File: config.mk
export PLATFORM = sky130hd
export DESIGN_NAME = rpc_seq_tracker
export DESIGN_NICKNAME = d
export VERILOG_FILES = /design/src/rtl/rpc_pkg.sv /design/src/rtl/rpc_seq_tracker.sv
export SDC_FILE = /design/constraint.sdc
export NUM_CORES = 1
export LEC_CHECK = 0
export CORE_ASPECT_RATIO = 0.5
export CORE_UTILIZATION = 35
export DETAILED_ROUTE_END_ITERATION = 10
export GPL_TIMING_DRIVEN = 0
export PLACE_DENSITY = 0.67
export SLEW_MARGIN = 25
export SYNTH_ARGS = -nofsm -noshare
export SYNTH_HDL_FRONTEND = slang
export SYNTH_SLANG_ARGS = --single-unit
export TNS_END_PERCENT = 50
File: constraint.sdc
create_clock -name clk -period 4.9 [get_ports clk]
set_input_delay 1.47 -clock clk [delete_from_list [all_inputs] [get_ports clk]]
set_output_delay 1.47 -clock clk [all_outputs]
set_load 0.05 [all_outputs]
File: src/rtl/rpc_pkg.sv
package rpc_pkg;

    // Tracker position within the frame
    typedef enum logic [1:0] {
        ST_HUNT  = 2'd0,   // waiting for an idle after start or error
        ST_IDLES = 2'd1,   // inside an idle run, 0x00 may start a ramp
        ST_RAMP  = 2'd2,   // inside the ramp, next byte is the expected value
        ST_TAIL  = 2'd3    // ramp complete, an idle must follow
    } trk_state_e;

    // Classification of one received symbol
    typedef struct packed {
        logic is_idle;     // clean idle control character
        logic is_data;     // clean data byte
        logic is_fault;    // receive fault flagged
    } sym_class_t;

    // Per-cycle verdict of the tracker
    typedef struct packed {
        logic frame_ok;    // final ramp byte accepted
        logic mismatch;    // pattern broken this cycle
    } trk_verdict_t;

    function automatic logic verdict_any(input trk_verdict_t v);
        return v.frame_ok | v.mismatch;
    endfunction

endpackage

File: src/rtl/rpc_seq_tracker.sv
module rpc_seq_tracker
    import rpc_pkg::*;
#(
    parameter int DATA_W = 8
) (
    input  logic              clk,
    input  logic              rst,
    input  logic              active,
    input  sym_class_t        cls,
    input  logic [DATA_W-1:0] sym_byte,
    output trk_verdict_t      verdict
);

    localparam logic [DATA_W-1:0] LAST_VAL = {DATA_W{1'b1}};
    localparam logic [DATA_W-1:0] ONE_VAL  = DATA_W'(1);

    trk_state_e        state_q, state_d;
    logic [DATA_W-1:0] exp_q, exp_d;

    always_comb begin
        state_d          = state_q;
        exp_d            = exp_q;
        verdict.frame_ok = 1'b0;
        verdict.mismatch = 1'b0;
        unique case (state_q)
            ST_HUNT: begin
                if (cls.is_idle) state_d = ST_IDLES;
            end
            ST_IDLES: begin
                if (cls.is_idle) begin
                    state_d = ST_IDLES;
                end else if (cls.is_data && sym_byte == '0) begin
                    state_d = ST_RAMP;
                    exp_d   = ONE_VAL;
                end else begin
                    verdict.mismatch = 1'b1;
                end
            end
            ST_RAMP: begin
                if (cls.is_data && sym_byte == exp_q) begin
                    if (exp_q == LAST_VAL) begin
                        verdict.frame_ok = 1'b1;
                        state_d          = ST_TAIL;
                    end else begin
                        exp_d = exp_q + ONE_VAL;
                    end
                end else begin
                    verdict.mismatch = 1'b1;
                end
            end
            ST_TAIL: begin
                if (cls.is_idle) state_d = ST_IDLES;
                else             verdict.mismatch = 1'b1;
            end
            default: state_d = ST_HUNT;
        endcase
        if (verdict.mismatch) begin
            state_d = ST_HUNT;
            exp_d   = '0;
        end
    end

    always_ff @(posedge clk) begin
        if (rst || !active) begin
            state_q <= ST_HUNT;
            exp_q   <= '0;
        end else begin
            state_q <= state_d;
            exp_q   <= exp_d;
        end
    end


    ramp_step_chk: assert property (@(posedge clk) disable iff (rst)
        (state_q == ST_RAMP && $past(state_q) == ST_RAMP) |-> (exp_q == $past(exp_q) + ONE_VAL));


    tail_entry_chk: assert property (@(posedge clk) disable iff (rst)
        (state_q == ST_TAIL) |-> ($past(state_q) == ST_RAMP && $past(exp_q) == LAST_VAL));

endmodule

## Word-level counts from Yosys, hierarchy flattened

Cells that the tools add are included.

- Register bits after elaboration: 10
- Output and inout bits: 2
- Logic and storage cells: 45
- Bits of input ports: 14

- Reduce and logical (&&, ||, !) cells: 11
- Add/subtract/negate cells: 1
- Muxes and demuxes: 19
- Equal/unequal tests: 12

Operators with widths:

| kind | count |
|---|---|
| 8-bit 2-to-1 mux | 4 |
| 8-bit case mux with 2 select lines | 1 |
| 2-bit 2-to-1 mux | 5 |
| 2-bit != test (second input constant) | 5 |
| 8-bit by 1-bit adder with 8-bit output (second input constant) | 1 |
| 8-bit equality test | 1 |
| 8-bit equality test (second input constant) | 1 |
| 8-bit logical NOT | 1 |
| 1-bit 2-to-1 mux | 7 |
| 2-bit case mux with 3 select lines | 1 |
| 5-bit AND reduction | 1 |
| 2-bit equality test (second input constant) | 2 |
| 4-bit AND reduction | 1 |
| 2-bit OR reduction | 2 |
| 3-bit != test (second input constant) | 1 |
| 1-bit case mux with 3 select lines | 1 |
| 2-bit by 1-bit equality test with 1-bit output (second input constant) | 1 |
| 1-bit logical AND | 2 |
| 2-bit logical NOT | 1 |
| 2-bit by 1-bit != test with 1-bit output (second input constant) | 1 |
| 2-bit nonzero test | 1 |
| 1-bit logical NOT | 1 |
| 1-bit logical OR | 1 |

## Depth between registers and ports, before layout

- Depth after elaboration: 6
- Depth in mapped cells: 8
- Gate-level depth less buffers: 7

## Least setup slack after synthesis

OpenSTA, ideal clock, no wires.

- Path kind: input -> output
- From: input cls[1] (netlist name)
- To: output verdict[0] (netlist name)
- Arrival: 2.690 ns
- Stages on the path: 5
- Path slack: 0.740 ns
- Data required time: 3.430 ns
- Path through: nor4b_2 > a31o_2 > a21oi_1 > a21oi_1 > nor2_1

RTL lines:

| element | RTL line | RTL |
|---|---|---|
| start: declaration | rpc_seq_tracker.sv:9 | `input sym_class_t cls,` |
| end: declaration | rpc_seq_tracker.sv:11 | `output trk_verdict_t verdict` |

==> metrics <==
max_cap viols=0; Synth area leaders=dfxtp_1 (20%), ha_1 (7.7%), a21oi_1 (6.6%); final net count=160; initial antenna violation count=0; Port Buf Inserts=14; Initial Utilization=37.4%; CP max stage delay=0.47 ns; Root Driver=clkbuf_8; drc violations=0; sequential power share=a little under two fifths; CTS tree=done; CP max stage cell=clkdlybuf4s50_1; kind of critical path=in2out; Hold Path Stages=2; Crit path buffers/inverters=2; most frequent cells in the layout=a21oi_1 (13), clkdlybuf4s50_1 (12), dfxtp_1 (10); final setup vio count=0; clock-pin slew on the worst setup and hold paths=0.05 ns; diode count=0; final worst-path cycle share=96.5%; Lkg Pwr=0.400 nW; Post-DP Area=1170 sq um; worst skew pair latency=between 0.2 and 0.25 ns; Relative slew margins=between 40 and 50%; Period minus WS final=4.73 ns; Syn Nets=141; status=completed; post-synth top area share=20.5%; #FFs+latches synth=10; Ys Warns=0; critical path arrival=3.26 ns; post-synth top area cell=dfxtp_1; largest net degree at the start of global routing=11; nature of the critical path endpoint=primary output; Vias=just over 1000; Reg2Reg Depth=6; hold_sp=exp_q[0]; DR vias/cell=5.72; Placement Setup Slack=-0.102 ns; switching share of power=roughly a quarter; Post-Syn Area=978 sq um; Slew Limit Fails=0; Tot GR Track Use=about 18%; post-route ant nets=0; row count=13; Final Hold Fails=0; Hold WS=about 0.54 ns; clk sinks=10; wire per inst=between 10 and 15 um; Worst Slack Setup Final=0.172 ns; Die X=about 77 um; CP required=3.43 ns; mean post-synth cell area=8.09 sq um; Clock Skews=roughly 0.003 ns; WHS Endpoint=exp_q[0]; Combinational Power Share=15.8%; crit-path max FO=3; Critical R2R Launch=exp_q[0]; share of post-route cells with drive strength above 1=15.1%; flop2flop setup slack=2.72 ns; Worst setup SP type=input port; RR Endpoint=state_q[0]; measured slew at the worst slew-check pin=0.824 ns; RSZ-0062 raised after global routing=false; Ports=16; die area=approximately 3000 sq um; Hold Path Class=reg2reg; final instance area=1220 sq um; Total Routed Length=about 2500 um; GP Congestion=0.818; vias in the first global route=856; post-layout util=46.7%; clk buf depth=2; post-synthesis cell type count=40; number of flops mapped to enable cells by yosys=0; TNS Setup=0 ns; internal power=0.000171 W; GRT Residual Overflow=0; power density cells=184 nW/um^2; CTS H-tree lvls=1; ys flop type=dfxtp_1; Max Freq=approximately 0.21 GHz; post-synthesis sequential area ratio=20.5%; Post-CTS Hold Buffers=0; VDD IR max=0.0000633 V; sw power=between 0.00005 and 0.00006 W; Post-synth ARST share=0%; CP delay by family, top=buffers and inverters; commonest non-fill, non-tap cell in the layout=a21oi_1; Num CTS Buffers=3; first-pass GRT wire length=3970 um; Detailed Routing Iterations Pass 1=4; DRT iter0 DRCs=between 40 and 50; Layout area overhead=25.1%; cell mode on critical path=a21oi_1; Synth Instances=approximately 120; worst-path cell chain=clkdlybuf4s50_1, nor4b_2, a31o_2, a21oi_1, a21oi_1, nor2_1, dlygate4sd2_1; core area=approximately 2600 sq um; DP Wirelength=1970 um; die extent in y=39.4 um; Clk pwr share=47.3%
==> registers in the layout (all words and copies together) (netlist names) <==
name / count
exp_q: 8
state_q: 2
==> cell usage after synthesis, drive strengths merged, types with 2 or more instances <==
| master | n |
|---|---|
| a21oi | 13 |
| dfxtp | 10 |
| nand2 | 9 |
| xnor2 | 8 |
| nor2 | 7 |
| ha | 6 |
| inv | 6 |
| nand3 | 6 |
| nand4 | 6 |
| nor3 | 4 |
| a2111oi | 3 |
| a221oi | 3 |
| and2 | 3 |
| buf | 3 |
| o211ai | 3 |
| or3 | 3 |
| a211o | 2 |
| a21o | 2 |
| a22oi | 2 |
| a31oi | 2 |
| and3 | 2 |
| and4 | 2 |
| nor2b | 2 |
| o31a | 2 |
==> worst reg2reg max path, delay by kind of cell (launching register included) <==
kind,cells,cell delay [ns]
AND/OR/NAND/NOR,3,0.83
AO/OA/AOI/OAI,2,0.58
flip-flops,1,0.41
adder cells (fa/ha/maj),1,0.22
==> power groups by stage <==
stage | combinational [W] | clock (W) | sequential [W]
after floorplan | 0.0000185 | 0 | 0.0000843
after CTS | 0.0000354 | 0.000109 | 0.0000828
final | 0.0000355 | 0.000106 | 0.0000828
after global routing | 0.0000384 | 0.000113 | 0.0000829
after detailed placement | 0.0000353 | 0 | 0.0000844
after global placement | 0.0000346 | 0 | 0.0000844
==> worst max path at each step <==
| stage | from | endpoint | slack, ns | depth (start not counted) |
|---|---|---|---|---|
| finish | sym_byte[6] | verdict[0] | 0.17 | 7 |
| floorplan | cls[1] | verdict[0] | 0.74 | 5 |
| CTS | sym_byte[5] | verdict[1] | 0.17 | 6 |
| global placement | sym_byte[6] | verdict[0] | -0.09 | 7 |
| global route | sym_byte[6] | verdict[0] | 0.06 | 7 |
| detailed placement | sym_byte[5] | verdict[1] | -0.10 | 6 |
==> layer usage <==
metal	routed length (um)	vias up	track usage (%)
met5	0	-	0
met4	0	0	4.81
met3	83	0	3.49
met2	1120	22	30.1
met1	1340	482	23.2
li1	-	502	-
==> area by class of cell <==
| type | instances | area (sq um) |
|---|---|---|
| tap | 37 | 46.3 |
| sequential | 10 | 200 |
| timing repair buffer | 14 | 138 |
| multi-input combinational | 101 | 733 |
| fill | 277 | 1400 |
| buffer | 4 | 28.8 |
| inverter | 6 | 22.5 |
| clock buffer | 4 | 55.1 |
==> cell families after synthesis <==
family / after synthesis / share of synthesized area [%]
xor+xnor: 8 / 10.2
compound gates: 38 / 28.3
flops: 10 / 20.5
buf+inv: 10 / 5.24
simple gates: 49 / 28.1
fa+ha+maj: 6 / 7.67
==> stage by stage <==
stage,power [W],instances
after floorplan,0.000103,121
after global placement,0.000119,172
after detailed placement,0.000120,172
after CTS,0.000227,176
after global routing,0.000234,176
final,0.000225,176
==> what timing repair did <==
item	CTS	global route
endpoints found under the setup margin	2	0
setup buffers	0	0
gates resized for setup	2	0
No activity file was read; power rests on OpenSTA's default activity.
